==> src/rtl/intc_pkg.sv <==
package intc_pkg;
  localparam int RI_NORM  = 0;
  localparam int RI_FAST  = 1;
  localparam int RI_RAW   = 2;
  localparam int RI_SEL   = 3;
  localparam int RI_ENSET = 4;
  localparam int RI_ENCLR = 5;
  localparam int RI_TSET  = 6;
  localparam int RI_TCLR  = 7;
  localparam int RI_SENSE = 8;
  localparam int RI_DUAL  = 9;
  localparam int RI_EVENT = 10;
  localparam int RI_ECLR  = 11;
  localparam int RI_LATCH = 12;

  // per-bit transition match: dual picks any change, else event picks rise(1)/fall(0)
  function automatic logic [31:0] edge_match(input logic [31:0] cur, input logic [31:0] prev,
                                             input logic [31:0] evt, input logic [31:0] dual);
    edge_match = (dual & (cur ^ prev)) |
                 (~dual & evt & cur & ~prev) |
                 (~dual & ~evt & ~cur & prev);
  endfunction

  // raw: level input for level sources, latch for edge sources, plus soft trigger
  function automatic logic [31:0] raw_calc(input logic [31:0] lvl, input logic [31:0] latch,
                                           input logic [31:0] sense, input logic [31:0] trig);
    raw_calc = (sense & lvl) | (~sense & latch) | trig;
  endfunction
endpackage

==> src/rtl/intc_sync.sv <==
module intc_sync #(
  parameter int W = 64
) (
  input  logic         clk,
  input  logic         rst_n,
  input  logic [W-1:0] d_in,
  output logic [W-1:0] q_out
);
  logic [W-1:0] stage1;

  always_ff @(posedge clk or negedge rst_n) begin
    if (!rst_n) begin
      stage1 <= '0;
      q_out  <= '0;
    end else begin
      stage1 <= d_in;
      q_out  <= stage1;
    end
  end
endmodule

==> src/rtl/intc_word.sv <==
module intc_word
  import intc_pkg::*;
#(
  parameter int          W         = 32,
  parameter logic [31:0] SENSE_RST = '0,
  parameter logic [31:0] EVENT_RST = '1,
  parameter logic [31:0] DUAL_RST  = '0
) (
  input  logic         clk,
  input  logic         rst_n,
  input  logic [W-1:0] lvl_i,
  input  logic [W-1:0] wdata,
  input  logic         we_sel,
  input  logic         we_enset,
  input  logic         we_enclr,
  input  logic         we_tset,
  input  logic         we_tclr,
  input  logic         we_sense,
  input  logic         we_dual,
  input  logic         we_event,
  input  logic         we_eclr,
  output logic [W-1:0] sel_q,
  output logic [W-1:0] en_q,
  output logic [W-1:0] trig_q,
  output logic [W-1:0] sense_q,
  output logic [W-1:0] dual_q,
  output logic [W-1:0] event_q,
  output logic [W-1:0] latch_q,
  output logic [W-1:0] raw_o,
  output logic [W-1:0] norm_o,
  output logic [W-1:0] fast_o
);
  logic [W-1:0] prev_q;
  logic [W-1:0] hit_w;      // qualified edge events on edge sources
  logic [W-1:0] clr_w;      // clear requests on edge sources
  logic [W-1:0] en_set_w;
  logic [W-1:0] en_clr_w;
  logic [W-1:0] t_clr_w;

  assign hit_w    = edge_match(lvl_i, prev_q, event_q, dual_q) & ~sense_q;
  assign clr_w    = (we_eclr ? wdata : '0) & ~sense_q;
  assign en_set_w = we_enset ? wdata : '0;
  assign en_clr_w = we_enclr ? wdata : '0;
  assign t_clr_w  = we_tclr ? wdata : '0;

  always_ff @(posedge clk or negedge rst_n) begin
    if (!rst_n) begin
      prev_q  <= '0;
      sel_q   <= '0;
      en_q    <= '0;
      trig_q  <= '0;
      latch_q <= '0;
      sense_q <= SENSE_RST;
      dual_q  <= DUAL_RST;
      event_q <= EVENT_RST;
    end else begin
      prev_q  <= lvl_i;
      if (we_sel)   sel_q   <= wdata;
      if (we_sense) sense_q <= wdata;
      if (we_dual)  dual_q  <= wdata;
      if (we_event) event_q <= wdata;
      en_q    <= (en_q | en_set_w) & ~en_clr_w;
      trig_q  <= (trig_q | (we_tset ? wdata : '0)) & ~t_clr_w;
      latch_q <= (latch_q & ~clr_w) | hit_w;   // new edge wins over clear
    end
  end

  assign raw_o  = raw_calc(lvl_i, latch_q, sense_q, trig_q);
  assign norm_o = raw_o & en_q & ~sel_q;
  assign fast_o = raw_o & en_q & sel_q;

  AST_EDGE_CAPTURE: assert property (@(posedge clk) disable iff (!rst_n)
    1'b1 |=> ((latch_q & $past(hit_w)) == $past(hit_w)));
  AST_EDGE_CLEAR: assert property (@(posedge clk) disable iff (!rst_n)
    1'b1 |=> ((latch_q & $past(clr_w & ~hit_w)) == '0));
  AST_EN_SET: assert property (@(posedge clk) disable iff (!rst_n)
    1'b1 |=> ((en_q & $past(en_set_w & ~en_clr_w)) == $past(en_set_w & ~en_clr_w)));
  AST_EN_CLR: assert property (@(posedge clk) disable iff (!rst_n)
    1'b1 |=> ((en_q & $past(en_clr_w)) == '0));
  AST_TRIG_CLR: assert property (@(posedge clk) disable iff (!rst_n)
    1'b1 |=> ((trig_q & $past(t_clr_w)) == '0));
endmodule

==> src/rtl/intc_regs.sv <==
module intc_regs
  import intc_pkg::*;
#(
  parameter int          WORD_W    = 32,
  parameter int          ADDR_W    = 7,
  parameter logic [63:0] SENSE_RST = 64'hFFFF_FFFF_0000_0000,
  parameter logic [63:0] EVENT_RST = 64'hFFFF_FFFF_FFFF_FFFF,
  parameter logic [63:0] DUAL_RST  = 64'h0
) (
  input  logic                clk,
  input  logic                rst_n,
  input  logic                bus_sel,
  input  logic                bus_en,
  input  logic                bus_wr,
  input  logic [ADDR_W-1:0]   bus_addr,
  input  logic [WORD_W-1:0]   bus_wdata,
  output logic [WORD_W-1:0]   bus_rdata,
  input  logic [2*WORD_W-1:0] src_in,
  output logic                irq_norm_o,
  output logic                irq_fast_o
);
  localparam int NWORDS = 2;
  localparam int NSRC   = NWORDS * WORD_W;

  logic [NSRC-1:0] lvl_w;
  logic            wr_w;
  logic            half_w;
  logic [3:0]      ri_w;

  logic [WORD_W-1:0] sel_v [NWORDS];
  logic [WORD_W-1:0] en_v [NWORDS];
  logic [WORD_W-1:0] trig_v [NWORDS];
  logic [WORD_W-1:0] sense_v [NWORDS];
  logic [WORD_W-1:0] dual_v [NWORDS];
  logic [WORD_W-1:0] event_v [NWORDS];
  logic [WORD_W-1:0] latch_v [NWORDS];
  logic [WORD_W-1:0] raw_v [NWORDS];
  logic [WORD_W-1:0] norm_v [NWORDS];
  logic [WORD_W-1:0] fast_v [NWORDS];

  assign wr_w   = bus_sel & bus_en & bus_wr;
  assign half_w = bus_addr[2];
  assign ri_w   = bus_addr[6:3];

  intc_sync #(.W(NSRC)) u_sync (
    .clk(clk), .rst_n(rst_n), .d_in(src_in), .q_out(lvl_w)
  );

  for (genvar g = 0; g < NWORDS; g++) begin : g_word
    logic hit_g;
    assign hit_g = wr_w && (half_w == g[0]);
    intc_word #(
      .W(WORD_W),
      .SENSE_RST(SENSE_RST[g*WORD_W +: WORD_W]),
      .EVENT_RST(EVENT_RST[g*WORD_W +: WORD_W]),
      .DUAL_RST(DUAL_RST[g*WORD_W +: WORD_W])
    ) u_word (
      .clk(clk), .rst_n(rst_n),
      .lvl_i(lvl_w[g*WORD_W +: WORD_W]),
      .wdata(bus_wdata),
      .we_sel(hit_g && ri_w == 4'(RI_SEL)),
      .we_enset(hit_g && ri_w == 4'(RI_ENSET)),
      .we_enclr(hit_g && ri_w == 4'(RI_ENCLR)),
      .we_tset(hit_g && ri_w == 4'(RI_TSET)),
      .we_tclr(hit_g && ri_w == 4'(RI_TCLR)),
      .we_sense(hit_g && ri_w == 4'(RI_SENSE)),
      .we_dual(hit_g && ri_w == 4'(RI_DUAL)),
      .we_event(hit_g && ri_w == 4'(RI_EVENT)),
      .we_eclr(hit_g && ri_w == 4'(RI_ECLR)),
      .sel_q(sel_v[g]), .en_q(en_v[g]), .trig_q(trig_v[g]),
      .sense_q(sense_v[g]), .dual_q(dual_v[g]), .event_q(event_v[g]),
      .latch_q(latch_v[g]), .raw_o(raw_v[g]), .norm_o(norm_v[g]), .fast_o(fast_v[g])
    );
  end

  always_comb begin
    bus_rdata = '0;
    if (bus_sel) begin
      case (int'(ri_w))
        RI_NORM:            bus_rdata = norm_v[half_w];
        RI_FAST:            bus_rdata = fast_v[half_w];
        RI_RAW:             bus_rdata = raw_v[half_w];
        RI_SEL:             bus_rdata = sel_v[half_w];
        RI_ENSET, RI_ENCLR: bus_rdata = en_v[half_w];
        RI_TSET, RI_TCLR:   bus_rdata = trig_v[half_w];
        RI_SENSE:           bus_rdata = sense_v[half_w];
        RI_DUAL:            bus_rdata = dual_v[half_w];
        RI_EVENT:           bus_rdata = event_v[half_w];
        RI_LATCH:           bus_rdata = latch_v[half_w];
        default:            bus_rdata = '0;
      endcase
    end
  end

  assign irq_norm_o = |{norm_v[1], norm_v[0]};
  assign irq_fast_o = |{fast_v[1], fast_v[0]};

  AST_ROUTE_EXCL: assert property (@(posedge clk) disable iff (!rst_n)
    ((norm_v[0] & fast_v[0]) == '0) && ((norm_v[1] & fast_v[1]) == '0));
  AST_STATUS_IN_RAW: assert property (@(posedge clk) disable iff (!rst_n)
    (((norm_v[0] | fast_v[0]) & ~raw_v[0]) == '0) && (((norm_v[1] | fast_v[1]) & ~raw_v[1]) == '0));
  AST_RESET_QUIET: assert property (@(posedge clk) disable iff (!rst_n)
    $rose(rst_n) |-> (!irq_norm_o && !irq_fast_o));
endmodule

==> config.mk <==
export PLATFORM = sky130hd
export DESIGN_NAME = intc_regs
export DESIGN_NICKNAME = d
export VERILOG_FILES = /design/src/rtl/intc_pkg.sv /design/src/rtl/intc_sync.sv /design/src/rtl/intc_word.sv /design/src/rtl/intc_regs.sv
export SDC_FILE = /design/constraint.sdc
export NUM_CORES = 1
export LEC_CHECK = 0
export ABC_CLOCK_PERIOD_IN_PS = 3700
export BUFFER_PORTS_ARGS = -buffer_cell sky130_fd_sc_hd__buf_2
export CORE_MARGIN = 2
export CORE_UTILIZATION = 42
export CTS_CLUSTER_DIAMETER = 200
export DETAILED_ROUTE_END_ITERATION = 10
export PLACE_DENSITY = 0.54
export SLEW_MARGIN = 0
export SYNTH_ARGS = -nofsm -noshare
export SYNTH_HDL_FRONTEND = slang
export SYNTH_SLANG_ARGS = --single-unit
==> constraint.sdc <==
create_clock -name clk -period 3.7 [get_ports clk]
set_input_delay 0.555 -clock clk [delete_from_list [all_inputs] [get_ports clk]]
set_output_delay 0.555 -clock clk [all_outputs]
set_load 0.02 [all_outputs]
==> out/metrics.yaml <==
worst_skew_pair.late_latency_ps: 610
number_of_top_level_pins: 142
synth-async-reset-ratio: 1.00
synth_fa_ha_area_frac: 0.000323
synth.mux.area_fraction: 0.183
core_area_um2: 73000
route.final.wire_length_um: 97400
dieArea_um2: 76000
outcome: "complete, but fails checks"
post_drt_wl_per_cell_um: 24.9
nature_of_the_critical_path_endpoint: "output pin"
synthesis.instances: 2734
initial_core_util: 0.425
min_path_type: "input pin to asynchronous set/reset pin"
min_period_over_period: 1.00
gr-total-overflow: 0
first_global_vias: 23100
worst-path-stages: 8
synth_fp_nets: 2842
cts.clk_slew.worst_paths_ps: 60
grt_start_max_net_pins: 88
critPathBufInv: 2
worstPathCellList: "nor2b_1 > a211o_1 > a31oi_1 > nand4_1 > nor4_4 > buf_4 > nand4_1 > buf_6"
detail-route-antenna-nets: 0
maximum_level_of_the_cts_h_tree: 3
routabilityCongestion: 0.880
cts_tree: "done"
clock_path_buffers: 3
cts-hold-fix-buffers: 0
num_rows: 99
synthSimpleGateAreaFrac: 0.0990
period_minus_slack_ps: 3710
grt_setup_unrepaired: "yes"
slew_headroom: 0.294
die_width_um: 276
detail_route.iter0.violations: 1777
net-switching-power_uw: 4530
layout-area-overhead-vs-synth_pct: 16.4
ir_drop_mv: 0.352
crit_path_top_delay_cell: "sky130_fd_sc_hd__dfstp_2"
tightest_slew_ps: 1060
n_fill_cell: 6607
flip_flop_and_latch_count_after_synthesis: 640
yosysSeqAreaShare: 0.521
drive_above_1_share: 0.261
rr_worst_depth: 5
ctsRootBufferMaster: "sky130_fd_sc_hd__clkbuf_16"
finalSetupViolations: 1
worstPathRequired_ps: 3140
crit_path_max_incr_delay_ps: 570
die-height_um: 276
max_freq_mhz: 270
regToRegSetupSlack_ps: 2570
worst_path_most_repeated_cell: "sky130_fd_sc_hd__nand4_1"
cap_viol_max_count: 0
share_of_power_burned_in_combinational_logic: 0.113
timing_worst_setup_path_type: "flip-flop to output pin"
crit_arrival_ps: 3150
top_library_cells_by_usage_in_the_layout_fill_and_taps_aside: "sky130_fd_sc_hd__dfrtp_1 (544), sky130_fd_sc_hd__a21oi_1 (306), sky130_fd_sc_hd__mux2i_1 (257), sky130_fd_sc_hd__mux2_2 (256), sky130_fd_sc_hd__nor2_1 (142)"
layout_commonest_cell: "sky130_fd_sc_hd__dfrtp_1"
leakage_power_uw: 0.0157
synth-edff-count: 0
grt_use_total: 0.258
avgSynthCellArea_um2: 11.3
drt-pass1-iter-count: 6
design.final.nets: 2999
whs_ps: 8.59
crit_path_start_kind: "flip-flop"
internal-power_uw: 13000
cts.sink_count: 640
avgViaCountPerCell: 5.89
syn_area_um2: 31000
place.port_buffers: 139
critical-path-top-delay-family: "simple AND/OR/NAND/NOR gates"
share_seq_of_total_power: 0.457
power-per-cell-area_nw_per_um2: 486
drc_errors: 0
timing_hold_violations_final: 0
tritoncts.num_buffers: 74
synth_xor_area_frac: 0.0339
timing.clock.skew_ps: 17.3
violations: "negative setup slack"
yosys_most_used_dff: "sky130_fd_sc_hd__dfrtp_1"
dominant_combinational_cell_family_by_area_after_synthesis: "multiplexers"
finalWorstSetupSlack_ps: -5.84
synth-compound-area-share: 0.136
grt_antenna_before_repair: 10
grt_pass1_wl_um: 147000
routed-via-count: 23000
report.final.slew_viol_count: 0
pwr-share-clk: 0.430
final_hpwl_dp_um: 62100
yosys.cell_types.count: 63
critical_path_peak_fanout: 6
post-layout-total-power_uw: 17500
ys.warnings.count: 0
sw_frac: 0.258
-- cell type report --
type                       count  area, um^2  area share
antenna                        2        5.00    0.000139
clock inverter                25         343     0.00950
clock buffer                 110        2150      0.0595
timing repair buffer         247        1900      0.0525
sequential                   640       16100       0.447
tap                          959        1200      0.0333
inverter                      16        61.3     0.00170
multi-input combinational   1912       14300       0.396
-- cell families (layout without fill, tap and decap cells) --
group | after synthesis | count (layout)
AOI/OAI and AO/OA | 702 | 702
DFF | 640 | 640
and+or+nand+nor | 558 | 558
muxes | 531 | 531
buffers and inverters | 182 | 398
xor gates and xnor gates | 120 | 120
adders and majority gates | 1 | 1
other | 0 | 2
-- per-layer routing --
metal | vias up | wire length, um | GRT usage
met4 | 10 | 3200 | 0.0889
li1 | 10400 | - | -
met5 | - | 59 | 0
met3 | 196 | 6290 | 0.0413
met1 | 11700 | 43100 | 0.358
met2 | 804 | 44800 | 0.410
-- registers in the layout, indices dropped and copies added (netlist names) --
signal	cells
u_sync.stage1	64
g_word.u_word.event_q	64
g_word.u_word.sel_q	64
g_word.u_word.prev_q	64
g_word.u_word.dual_q	64
g_word.u_word.trig_q	64
g_word.u_word.sense_q	64
g_word.u_word.latch_q	64
g_word.u_word.en_q	64
u_sync.q_out	64
-- path summary, 6_finish.rpt --
| path | from | end |
|---|---|---|
| worst max-delay path | g_word[1].u_word.sense_q[31] | irq_fast_o |
| worst min-delay path | rst_n | u_sync.stage1[33] |
| worst max register to register | g_word[1].u_word.event_q[31] | g_word[1].u_word.latch_q[31] |
| worst min register to register | u_sync.stage1[8] | u_sync.q_out[8] |
| max in group asynchronous | rst_n | g_word[1].u_word.sense_q[12] |
| min in group clk | src_in[25] | u_sync.stage1[25] |
-- synthesized netlist by cell type (46+ instances only) --
cell / count / area, um^2
sky130_fd_sc_hd__dfrtp_1: 544 / 13600
sky130_fd_sc_hd__mux2i_1: 258 / 2580
sky130_fd_sc_hd__nand2b_1: 73 / 457
sky130_fd_sc_hd__o31ai_1: 65 / 488
sky130_fd_sc_hd__nor2_1: 152 / 571
sky130_fd_sc_hd__a21oi_1: 306 / 1530
sky130_fd_sc_hd__xnor2_1: 60 / 526
sky130_fd_sc_hd__dfstp_2: 96 / 2520
sky130_fd_sc_hd__xor2_1: 60 / 526
sky130_fd_sc_hd__o21ai_0: 99 / 495
sky130_fd_sc_hd__clkbuf_1: 74 / 278
sky130_fd_sc_hd__buf_2: 69 / 345
sky130_fd_sc_hd__o22ai_1: 96 / 601
sky130_fd_sc_hd__nor2b_1: 55 / 344
sky130_fd_sc_hd__mux2_2: 256 / 2880
sky130_fd_sc_hd__nand2_1: 46 / 173
-- stage by stage --
| step | setup slack, ps | util | cell area (um^2) | setup TNS [ps] | cells |
|---|---|---|---|---|---|
| final | -5.84 | 0.494 | 36100 | -5.84 | 3911 |
| after detailed placement | 216 | 0.458 | 33400 | 0 | 3772 |
| after floorplan | 1070 | - | 31000 | 0 | 2734 |
| after CTS | -18.5 | 0.493 | 36000 | -18.5 | 3908 |
| after global placement | 259 | 0.458 | 33400 | 0 | 3772 |
| after global routing | -99.0 | 0.494 | 36100 | -157 | 3910 |
-- power groups by stage --
stage	clock, uW	combinational, uW	sequential, uW
finish	7530	1980	8010
global route	8060	2170	8080
CTS	7730	1960	8000
detailed placement	0	1930	8120
global placement	0	1890	8100
floorplan	0	1230	7970
-- repair_timing --
item | 4_1_cts | 5_1_grt
pin swaps | 2 | 6
cloned | 0 | 0
buffers inserted | 1 | 1
endpoints found under the hold margin | 0 | 0
endpoints found under the setup margin | 2 | 2
gates resized for setup | 10 | 14
Power figures use the tool's default switching activity.
